$ cat src/rtl/ucode_seq_pkg.sv
package ucode_seq_pkg;
   typedef enum logic [1:0] {
      OP_NORMAL = 2'b00,
      OP_RES_A  = 2'b01,
      OP_RES_B  = 2'b10,
      OP_RUN    = 2'b11
   } seq_op_e;

   typedef enum logic {
      S_IDLE = 1'b0,
      S_RUN  = 1'b1
   } seq_state_e;
endpackage

$ cat src/rtl/ucode_seq_ram.sv
module ucode_seq_ram #(
   parameter int DEPTH  = 64,
   parameter int WORD_W = 18,
   localparam int IDX_W = $clog2(DEPTH)
) (
   input  logic              clk,
   input  logic              we,
   input  logic [IDX_W-1:0]  waddr,
   input  logic [WORD_W-1:0] wdata,
   input  logic [IDX_W-1:0]  raddr,
   output logic [WORD_W-1:0] rdata
);
   logic [WORD_W-1:0] mem_q [DEPTH];

   always_ff @(posedge clk) begin
      if (we) mem_q[waddr] <= wdata;
   end

   assign rdata = mem_q[raddr];
endmodule

$ cat src/rtl/ucode_seq_plan.sv
module ucode_seq_plan
   import ucode_seq_pkg::*;
#(
   parameter int ADDR_W     = 32,
   parameter int LEN_W      = 8,
   parameter int IDX_W      = 6,
   parameter int LINE_BYTES = 32,
   parameter int BEAT_BYTES = 4,
   parameter int RD_SGL_IDX = 0,
   parameter int RD_BST_IDX = 8,
   parameter int WR_SGL_IDX = 24,
   parameter int WR_BST_IDX = 32
) (
   input  logic [ADDR_W-1:0] addr,
   input  logic [LEN_W-1:0]  len,
   input  logic              wr,
   input  seq_op_e           op,
   input  logic [IDX_W-1:0]  run_idx,
   input  logic              nobrst,
   output logic [IDX_W-1:0]  start_idx,
   output logic [LEN_W-1:0]  run_cnt
);
   localparam int LINE_SH = $clog2(LINE_BYTES);
   localparam int BEAT_SH = $clog2(BEAT_BYTES);
   localparam logic [LEN_W:0] BEAT_RND = (LEN_W+1)'(BEAT_BYTES - 1);

   logic              aligned, whole, fits;
   logic [LEN_W-1:0]  n_bst, n_sgl;
   logic              unused_addr_hi;

   assign unused_addr_hi = ^addr[ADDR_W-1:LINE_SH];
   assign aligned = (addr[LINE_SH-1:0] == '0);
   assign whole   = (len[LINE_SH-1:0] == '0) && (len != '0);
   assign fits    = !nobrst && aligned && whole;
   assign n_bst   = len >> LINE_SH;

   generate
      if (BEAT_SH == 0) begin : g_byte_beats
         assign n_sgl = (len == '0) ? LEN_W'(1) : len;
      end else begin : g_wide_beats
         logic [LEN_W:0] rounded;
         assign rounded = {1'b0, len} + BEAT_RND;
         assign n_sgl   = (len == '0) ? LEN_W'(1) : LEN_W'(rounded >> BEAT_SH);
      end
   endgenerate

   always_comb begin
      if (op == OP_RUN && wr) begin
         start_idx = run_idx;
         run_cnt   = LEN_W'(1);
      end else if (fits) begin
         start_idx = wr ? IDX_W'(WR_BST_IDX) : IDX_W'(RD_BST_IDX);
         run_cnt   = n_bst;
      end else begin
         start_idx = wr ? IDX_W'(WR_SGL_IDX) : IDX_W'(RD_SGL_IDX);
         run_cnt   = n_sgl;
      end
   end
endmodule

$ cat src/rtl/ucode_seq_exec.sv
module ucode_seq_exec
   import ucode_seq_pkg::*;
#(
   parameter int DEPTH = 64,
   parameter int CTL_W = 16,
   parameter int LEN_W = 8,
   localparam int IDX_W  = $clog2(DEPTH),
   localparam int WORD_W = CTL_W + 2
) (
   input  logic              clk,
   input  logic              rst_n,
   input  logic              req_valid,
   input  logic [IDX_W-1:0]  start_idx,
   input  logic [LEN_W-1:0]  run_cnt,
   input  logic [WORD_W-1:0] word,
   output logic [IDX_W-1:0]  rd_idx,
   output logic [CTL_W-1:0]  ctl,
   output logic              ack,
   output logic              busy,
   output logic              done,
   output logic              err
);
   localparam logic [IDX_W-1:0] END_IDX = IDX_W'(DEPTH - 1);

   seq_state_e        state_q;
   logic [IDX_W-1:0]  ptr_q, base_q;
   logic [LEN_W-1:0]  left_q;
   logic              done_q, err_q;
   logic              word_last, word_ack;

   assign word_last = word[CTL_W+1];
   assign word_ack  = word[CTL_W];
   assign busy      = (state_q == S_RUN);
   assign rd_idx    = ptr_q;
   assign ctl       = busy ? word[CTL_W-1:0] : '0;
   assign ack       = busy & word_ack;
   assign done      = done_q;
   assign err       = err_q;

   always_ff @(posedge clk or negedge rst_n) begin
      if (!rst_n) begin
         state_q <= S_IDLE;
         ptr_q   <= '0;
         base_q  <= '0;
         left_q  <= '0;
         done_q  <= 1'b0;
         err_q   <= 1'b0;
      end else begin
         done_q <= 1'b0;
         unique case (state_q)
            S_IDLE: begin
               if (req_valid) begin
                  state_q <= S_RUN;
                  ptr_q   <= start_idx;
                  base_q  <= start_idx;
                  left_q  <= (run_cnt == '0) ? LEN_W'(1) : run_cnt;
               end
            end
            S_RUN: begin
               if (word_last) begin
                  if (left_q == LEN_W'(1)) begin
                     state_q <= S_IDLE;
                     done_q  <= 1'b1;
                  end else begin
                     left_q <= left_q - LEN_W'(1);
                     ptr_q  <= base_q;
                  end
               end else if (ptr_q == END_IDX) begin
                  state_q <= S_IDLE;
                  err_q   <= 1'b1;
               end else begin
                  ptr_q <= ptr_q + IDX_W'(1);
               end
            end
            default: state_q <= S_IDLE;
         endcase
      end
   end

   // a beat strobe only appears while a pattern executes
   p_ack_in_run_r2: assert property (@(posedge clk) disable iff (!rst_n)
      ack |-> busy);
   // control outputs rest at zero when idle
   p_idle_quiet_r1: assert property (@(posedge clk) disable iff (!rst_n)
      !busy |-> (ctl == '0));
   // every end of execution is either a completion or an overrun
   p_end_reported_r2: assert property (@(posedge clk) disable iff (!rst_n)
      $fell(busy) |-> (done || err));
   // the pattern base cannot be changed by a request during a run
   p_base_held_r8: assert property (@(posedge clk) disable iff (!rst_n)
      (state_q == S_RUN) |=> (state_q == S_IDLE || base_q == $past(base_q)));
   // the overrun flag never clears outside reset
   p_err_sticky_r9: assert property (@(posedge clk) disable iff (!rst_n)
      err |=> err);
endmodule

$ cat src/rtl/ucode_seq.sv
module ucode_seq
   import ucode_seq_pkg::*;
#(
   parameter int DEPTH      = 64,
   parameter int CTL_W      = 16,
   parameter int ADDR_W     = 32,
   parameter int LEN_W      = 8,
   parameter int LINE_BYTES = 32,
   parameter int BEAT_BYTES = 4,
   parameter int RD_SGL_IDX = 0,
   parameter int RD_BST_IDX = 8,
   parameter int WR_SGL_IDX = 24,
   parameter int WR_BST_IDX = 32,
   localparam int IDX_W  = $clog2(DEPTH),
   localparam int WORD_W = CTL_W + 2
) (
   input  logic              clk,
   input  logic              rst_n,
   input  logic              ram_we,
   input  logic [IDX_W-1:0]  ram_addr,
   input  logic [WORD_W-1:0] ram_wdata,
   input  logic              mode_we,
   input  logic [1:0]        mode_op,
   input  logic [IDX_W-1:0]  mode_start,
   input  logic              mode_nobrst,
   input  logic              req_valid,
   input  logic [ADDR_W-1:0] req_addr,
   input  logic [LEN_W-1:0]  req_len,
   input  logic              req_write,
   output logic [CTL_W-1:0]  mem_ctl,
   output logic              beat_ack,
   output logic              busy,
   output logic              done,
   output logic              err
);
   generate
      if (DEPTH < 2) begin : g_bad_depth
         $error("ucode_seq: DEPTH must be at least 2");
      end
      if ((LINE_BYTES & (LINE_BYTES - 1)) != 0 || LINE_BYTES < 2) begin : g_bad_line
         $error("ucode_seq: LINE_BYTES must be a power of two, at least 2");
      end
      if ((BEAT_BYTES & (BEAT_BYTES - 1)) != 0 || BEAT_BYTES > LINE_BYTES) begin : g_bad_beat
         $error("ucode_seq: BEAT_BYTES must be a power of two not above LINE_BYTES");
      end
      if ($clog2(LINE_BYTES) > LEN_W || $clog2(LINE_BYTES) >= ADDR_W) begin : g_bad_width
         $error("ucode_seq: LEN_W or ADDR_W too narrow for LINE_BYTES");
      end
      if (RD_SGL_IDX >= DEPTH || RD_BST_IDX >= DEPTH ||
          WR_SGL_IDX >= DEPTH || WR_BST_IDX >= DEPTH) begin : g_bad_start
         $error("ucode_seq: fixed start index outside the pattern store");
      end
   endgenerate

   seq_op_e           op_q;
   logic [IDX_W-1:0]  run_idx_q;
   logic              nobrst_q;
   logic [IDX_W-1:0]  plan_start, rd_idx;
   logic [LEN_W-1:0]  plan_runs;
   logic [WORD_W-1:0] cur_word;
   logic              take;

   always_ff @(posedge clk or negedge rst_n) begin
      if (!rst_n) begin
         op_q      <= OP_NORMAL;
         run_idx_q <= '0;
         nobrst_q  <= 1'b0;
      end else if (mode_we) begin
         op_q      <= seq_op_e'(mode_op);
         run_idx_q <= mode_start;
         nobrst_q  <= mode_nobrst;
      end
   end

   assign take = req_valid && !busy;

   ucode_seq_ram #(.DEPTH(DEPTH), .WORD_W(WORD_W)) u_ram (
      .clk   (clk),
      .we    (ram_we),
      .waddr (ram_addr),
      .wdata (ram_wdata),
      .raddr (rd_idx),
      .rdata (cur_word)
   );

   ucode_seq_plan #(
      .ADDR_W(ADDR_W), .LEN_W(LEN_W), .IDX_W(IDX_W),
      .LINE_BYTES(LINE_BYTES), .BEAT_BYTES(BEAT_BYTES),
      .RD_SGL_IDX(RD_SGL_IDX), .RD_BST_IDX(RD_BST_IDX),
      .WR_SGL_IDX(WR_SGL_IDX), .WR_BST_IDX(WR_BST_IDX)
   ) u_plan (
      .addr      (req_addr),
      .len       (req_len),
      .wr        (req_write),
      .op        (op_q),
      .run_idx   (run_idx_q),
      .nobrst    (nobrst_q),
      .start_idx (plan_start),
      .run_cnt   (plan_runs)
   );

   ucode_seq_exec #(.DEPTH(DEPTH), .CTL_W(CTL_W), .LEN_W(LEN_W)) u_exec (
      .clk       (clk),
      .rst_n     (rst_n),
      .req_valid (take),
      .start_idx (plan_start),
      .run_cnt   (plan_runs),
      .word      (cur_word),
      .rd_idx    (rd_idx),
      .ctl       (mem_ctl),
      .ack       (beat_ack),
      .busy      (busy),
      .done      (done),
      .err       (err)
   );

   // the planner never hands an empty run count to the executor
   p_runs_nonzero_r5: assert property (@(posedge clk) disable iff (!rst_n)
      take |-> (plan_runs != '0));
   // completion is reported only once per finished request
   p_done_single_r2: assert property (@(posedge clk) disable iff (!rst_n)
      done |=> !done);
endmodule

$ cat config.mk
export PLATFORM = sky130hd
export DESIGN_NAME = ucode_seq
export DESIGN_NICKNAME = d
export VERILOG_FILES = /design/src/rtl/ucode_seq_pkg.sv /design/src/rtl/ucode_seq_ram.sv /design/src/rtl/ucode_seq_plan.sv /design/src/rtl/ucode_seq_exec.sv /design/src/rtl/ucode_seq.sv
export SDC_FILE = /design/constraint.sdc
export NUM_CORES = 1
export LEC_CHECK = 0
export ABC_AREA = 1
export BUFFER_PORTS_ARGS = -buffer_cell sky130_fd_sc_hd__buf_2
export CORE_ASPECT_RATIO = 0.9
export CORE_MARGIN = 3
export CORE_UTILIZATION = 40
export CTS_BUF_LIST = sky130_fd_sc_hd__clkbuf_2
export DETAILED_ROUTE_END_ITERATION = 6
export GPL_TIMING_DRIVEN = 1
export SKIP_LAST_GASP = 1
export SLEW_MARGIN = 5
export SYNTH_ARGS = -nofsm -noshare
export SYNTH_HDL_FRONTEND = slang
export SYNTH_HIERARCHICAL = 1
export SYNTH_SLANG_ARGS = --single-unit
$ cat constraint.sdc
create_clock -name clk -period 2.2 [get_ports clk]
set_input_delay 0.44 -clock clk [delete_from_list [all_inputs] [get_ports clk]]
set_output_delay 0.44 -clock clk [all_outputs]
set_load 0.05 [all_outputs]
==> impl_metrics.toml, run 1 <==
[logic_synthesis]
ys_seq_area_share_pct = 71.7
yosys_most_used_dff = "edfxtp_1"
async_flop_share_pct = 2.70
syn_nets = 4362
yosysWarnings = 6
syn_area_sq_um = 49400
synth_edf_count = 1152
avgSynthCellArea_sq_um = 11.5
synth_common_cells = "nand2_1, edfxtp_1, nand3_1"
synth_cell_type_count = 40
synth_top_cell_by_area = "edfxtp_1"
syn_inst = 4278
synth_area_leaders = "edfxtp_1, nand2_1, nand3_1, buf_6, dfrtp_1"
synth-seq-cells = 1184
yosysMostFrequentCell = "nand2_1"
yosys.area.top_type_share_pct = 70.0

[floorplanning]
start_util_pct = 40.6
num_rows = 121
ios = 99
core_area_sq_um = 122000
chipWidth_um = 376
die_area_sq_um = 128000
die_y_um = 339

[setup_path]
worst_setup_path_end_kind = "output pin"
crit_required_ns = 1.76
cp-start-kind = "flip-flop"
cp_data_arrival_time_ns = 3.92
critical_path_class = "reg -> out"
crit_fanout = 9

[cells_and_area]
area_growth_syn_to_layout_pct = 20.9
layout-drive-gt1-share_pct = 22.1
multi_input_comb_area_sq_um = 13000
fin_nets = 4947
stdcell_area_sq_um = 59700
fin_cells = 6636
n_fill_cell = 10900
regArea_sq_um = 35400

[sta]
setup_tns_ns = -48.92
rsz0062_at_grt = "true"
setup_viol = 73
slew_headroom_pct = 15.4
finalCritPeriodShare_pct = 198
report.final.slew_viol_count = 0
finClkSkew_ns = 0.165
final_hold_viol_count = 0
min_period_ns = 4.36
fin_ws_ns = -2.16
hold_ws_ns = 0.229
worstMarginPinSlew_ns = 1.27
max_clock_freq_mhz = 229

[routing]
vias = 35600
avgViaCountPerCell = 5.37
wl_um = 145000
wl_met2_um = 66200
topRoutingLayerUsed = "met4"
wl_met1_um = 62700
detail-route-antenna-nets = 0
post_drt_wl_per_cell_um = 21.9
first_iter_violations = 3813
wl_met3_um = 12600
first_pass_iters = 6
drc = 0

[place]
hpwlAfterDp_um = 82100
placedCellCount = 5997
placed_cell_area_sq_um = 54400
port_buffers = 71
gp_congestion = 0.841

[global_routing]
grt_max_degree = 65
grt_pass1_vias = 34300
grt_pass1_wl_um = 216000
grt-ovfl-total = 0
grt_usage_pct = 22.4
grt_antenna_before_repair = 6

[min_path]
hp-class = "in -> reg"

[power_and_ir_drop]
leakagePower_nw = 22.5
power.density_nw_per_um2 = 1110
ir_worst_vdd_uv = 972

[clock_network]
clock_latency_ns = 1.62
clkTransAtPathRegs_ns = 0.11
clock_sinks = 1184
numCtsBuffers = 307
cts_tree = "built"
clockBufferDepth = 4
root_buffer = "clkbuf_2"
htree_levels = 5

[status]
violations = "negative setup slack"
status = "complete, but fails checks"

[job]
cap_violations = 0
==> layout by cell type, fill, tap and decap left out, drive strengths merged <==
master and count:
inv 55, bufbuf 5, clkinvlp 19, nor4 8, dfrtp 32, dlygate4sd3 135
mux2 2, nand4 13, nand2 1597, diode 10, xor2 2, conb 1
o211ai 4, bufinv 4, edfxtp 1152, buf 387, o21ai 16, nor2 92
a21oi 5, a31oi 1, nor3 2, nand3 1011, ha 5, clkinv 53
clkbuf 422, o21bai 1, nand3b 2, or2 1
==> flip-flops by register name (all words and copies together) (netlist names) <==
register / flops
nobrst_q: 1
u_exec/done: 1
u_exec/busy: 1
op_q: 2
run_idx_q: 6
u_ram/mem_q: 1152
u_exec/base_q: 6
u_exec/rd_idx: 6
u_exec/err: 1
u_exec/left_q: 8
==> logic make-up after synthesis <==
| group | Yosys count | synth area share, % |
|---|---|---|
| muxes | 2 | 0.0456 |
| buffers and inverters | 331 | 4.19 |
| AOI/OAI and AO/OA | 27 | 0.342 |
| other | 1 | 0.00759 |
| DFF | 1184 | 71.7 |
| adders and majority gates | 5 | 0.127 |
| xor gates and xnor gates | 2 | 0.0355 |
| and+or+nand+nor | 2726 | 23.6 |
==> layout make-up <==
type	count	share of cell area, %
Multi-Input combinational cell	2763	21.8
Clock inverter	58	0.557
Timing Repair Buffer	534	10.8
Timing Repair inverter	1	0.0272
Inverter	72	0.658
Sequential cell	1184	59.3
Clock buffer	415	3.48
Tap cell	1599	3.35
Antenna cell	10	0.0419
==> through the flow <==
step           setup WS [ns]  power (W)  utilization (%)
4_1_cts                -2.36     0.0655             48.7
3_5_place_dp           -1.05     0.0490             44.7
3_3_place_gp           -1.06     0.0489             44.7
5_1_grt                -2.33     0.0698             49.0
2_1_floorplan         -0.271     0.0405                -
6_report               -2.16     0.0662             49.1
==> power by group <==
| group | total (W) | switching, W | internal, W |
|---|---|---|---|
| registers | 0.0252 | 0.000194 | 0.0250 |
| logic | 0.0270 | 0.0173 | 0.00972 |
| clock network | 0.0140 | 0.00854 | 0.00546 |
| total | 0.0662 | 0.0260 | 0.0402 |
==> critical path, stage by stage, from the launching register on <==
cell and delay (ns):
dfrtp_4 0.49, buf_12 0.17, bufbuf_16 0.30, buf_4 0.18, nand2_1 0.06, nand3_1 0.08, nand3_1 0.09, nand2_1 0.11
nand2_1 0.10, nand3_2 0.13, nand3_1 0.13, nand2_1 0.07, nand2_2 0.16, clkinvlp_4 0.11, buf_6 0.15
==> final timing paths <==
path | start | to | slack, ns | depth (start not counted)
min in group asynchronous | rst_n | u_exec/left_q[5] | 0.55 | 4
max in group asynchronous | rst_n | run_idx_q[0] | 0.79 | 5
hold / removal | ram_addr[0] | u_ram/mem_q[57][0] | 0.23 | 4
hold reg to reg | u_exec/base_q[0] | u_exec/base_q[0] | 0.50 | 2
setup reg to reg | u_exec/rd_idx[0] | u_exec/rd_idx[0] | -0.67 | 20
setup / recovery | u_exec/rd_idx[0] | mem_ctl[0] | -2.16 | 14
==> repair_timing <==
item,in CTS,in global routing
hold buffers,135,0
buffers inserted,5,2
resized for setup,188,61
pin swaps,20,11
hold endpoints to repair,2366,0
gates cloned,9,7
endpoints found under the setup margin,37,77
==> layer usage <==
metal | vias to the layer above | GRT usage (%)
met5 | - | 0
met2 | 1636 | 34.1
met1 | 17500 | 32.3
met4 | 0 | 7.65
li1 | 16300 | -
met3 | 230 | 4.23
(Power assumes the default switching activity.)
==> run 2: changes to the inputs <==
--- a/config.mk
+++ b/config.mk
@@ -13,6 +13,7 @@
 export CTS_BUF_LIST = sky130_fd_sc_hd__clkbuf_2
 export DETAILED_ROUTE_END_ITERATION = 6
 export GPL_TIMING_DRIVEN = 1
+export RECOVER_POWER = 100
 export SKIP_LAST_GASP = 1
 export SLEW_MARGIN = 5
 export SYNTH_ARGS = -nofsm -noshare
==> run 2 against run 1 <==
Compared with the run above:
- the flow finishes with violations (max-capacitance violations, max-slew violations, negative setup slack)
- critical path type unchanged
- clock power about the same
- clock skew fell by 0.0078 ns
- combinational power about the same
- register-to-register slack barely moved
- highest routed layer unchanged
- maximum frequency grew 1.1%
- sequential power hardly changed
- sequential share of layout area increased by 1.2 points
- hold slack improved by 0.042 ns
- die area unchanged
- design area fell by 2.0%
- non-clock buffer count is the same
==> impl_metrics.toml, run 2 (same netlist as run 1, synthesis figures left out) <==
[cells_and_area]
final_cell_mix = "nand2_1, edfxtp_1, nand3_1, clkbuf_2, dlygate4sd3_1"
final_common_cell = "nand2_1"
largest-register = "u_ram/mem_q"
area_growth_syn_to_layout_pct = 18.5
layout-drive-gt1-share_pct = 20.7
fin_cells = 6633
top_regs = "u_ram/mem_q x1152, u_exec/left_q x8"
stdcell_area_sq_um = 58500
n_fill_cell = 11000
largest_reg_flops = 1152
fin_nets = 4947

[min_path]
hp-start = "ram_addr[0]"
hold-path-endpoint = "u_ram/mem_q[57][0]"
min_path_cells = 4
hp-class = "in -> reg"

[setup_path]
cp-start-kind = "flip-flop"
critPathBufInv = 5
worst_setup_path_end_kind = "output pin"
crit_fanout = 9
regToRegEndpoint = "u_exec/rd_idx[5]"
critical_path_class = "reg -> out"
critical_path.top_delay_family = "simple AND/OR/NAND/NOR gates"
cp_data_arrival_time_ns = 3.87
cp_slowest_cell = "dfrtp_4"
path_cells = "buf_12 > bufbuf_16 > buf_4 > nand2_1 > nand3_1 > nand3_1 > nand2_1 > nand2_1 > nand3_2 > nand3_1 > nand2_1 > nand2_2 > clkinvlp_4 > buf_6"
reg2reg_from = "u_exec/rd_idx[0]"
ff2ff_path_depth = 20
r2r_slack_ns = -0.66
cp_slowest_stage_delay_ns = 0.50
crit_start = "u_exec/rd_idx[0]"
cp_common_cell = "nand2_1"
crit_required_ns = 1.76

[routing]
first_pass_iters = 6
vias = 35500
avgViaCountPerCell = 5.36
post_drt_wl_per_cell_um = 21.9
wl_um = 145000
first_iter_violations = 3941
detail-route-antenna-nets = 0
drc = 0

[power_and_ir_drop]
leakagePower_nw = 22.1
power.density_nw_per_um2 = 1130
ir_worst_vdd_uv = 973

[place]
hpwlAfterDp_um = 82100
pre_cts_ws_ns = -1.05
placed_cell_area_sq_um = 54400
gp_congestion = 0.841
placedCellCount = 5997
port_buffers = 71

[sta]
max_clock_freq_mhz = 232
final_hold_viol_count = 0
report.final.slew_viol_count = 1040
fin_ws_ns = -2.11
slew_headroom_pct = -18.0
setup_tns_ns = -90.78
setup_viol = 624
rsz0062_at_grt = "true"
worstMarginPinSlew_ns = 1.77
finalCritPeriodShare_pct = 196
finClkSkew_ns = 0.157
min_period_ns = 4.31

[global_routing]
grt_antenna_before_repair = 7
grt-ovfl-total = 0
grt_pass1_wl_um = 216000
grt_pass1_vias = 34300
grt_max_degree = 65
grt_usage_pct = 22.4

[job]
cap_violations = 16

[clock_network]
htree_levels = 5
clock_latency_ns = 1.57
clkTransAtPathRegs_ns = 0.11
root_buffer = "clkbuf_2"
clock_sinks = 1184
cts_tree = "built"
clockBufferDepth = 4
numCtsBuffers = 307

[floorplanning]
ios = 99
die_area_sq_um = 128000
chipWidth_um = 376
core_area_sq_um = 122000
die_y_um = 339
num_rows = 121
start_util_pct = 40.6

[status]
violations = "max-capacitance violations, max-slew violations, negative setup slack"
status = "complete, but fails checks"
## run 2: tightest hold or removal path, stage by stage
cell,delay (ns)
dlygate4sd3_1,0.59
buf_2,0.19
nand4_1,0.14
nor2_2,0.22
## run 2: final cells by class
cell class / count / area [sq um] / area share, %
Timing Repair Buffer: 534 / 5460 / 9.33
Tap cell: 1599 / 2000 / 3.42
Multi-Input combinational cell: 2763 / 12800 / 21.9
Inverter: 72 / 390 / 0.667
Clock buffer: 415 / 2080 / 3.55
Clock inverter: 58 / 333 / 0.569
Timing Repair inverter: 1 / 16.3 / 0.0278
Antenna cell: 7 / 17.5 / 0.0299
Sequential cell: 1184 / 35400 / 60.5
## run 2: metrics by stage
step / util, % / power (W) / hold WS, ns
after floorplan: - / 0.0405 / 0.144
after global placement: 44.7 / 0.0489 / 0.415
after detailed placement: 44.7 / 0.0490 / 0.413
after CTS: 48.7 / 0.0655 / 0.00158
after global routing: 48.1 / 0.0697 / 0.160
final: 48.1 / 0.0661 / 0.272
## run 2: worst max path at each step
stage | slack (ns) | to | cells past startpoint
floorplan | -0.27 | u_ram/mem_q[48][0] | 3
global placement | -1.06 | u_exec/rd_idx[1] | 14
detailed placement | -1.05 | u_exec/rd_idx[1] | 15
CTS | -2.36 | mem_ctl[15] | 15
global route | -2.34 | mem_ctl[1] | 15
finish | -2.11 | mem_ctl[0] | 14
## run 2: power by group
part           total, W  internal (W)  switching, W  leakage [nW]
logic            0.0269       0.00964        0.0172          9.47
clock network    0.0140       0.00546       0.00853          1.90
registers        0.0253        0.0251      0.000189          10.8
total            0.0661        0.0402        0.0260          22.1
## run 2: timing repair
item / in CTS / in global routing
pin swaps: 20 / 11
hold endpoints to repair: 2366 / 0
hold buffers: 135 / 0
gates cloned: 9 / 7
buffers inserted: 5 / 2
setup endpoints to repair: 37 / 77
gates resized for setup: 188 / 61
## run 2: metal layers
layer	global-route usage (%)	vias to the layer above	routed length, um
li1	-	16300	-
met1	32.3	17300	62400
met2	34.1	1697	65600
met3	4.23	247	13100
met4	7.65	0	3850
met5	0	-	0
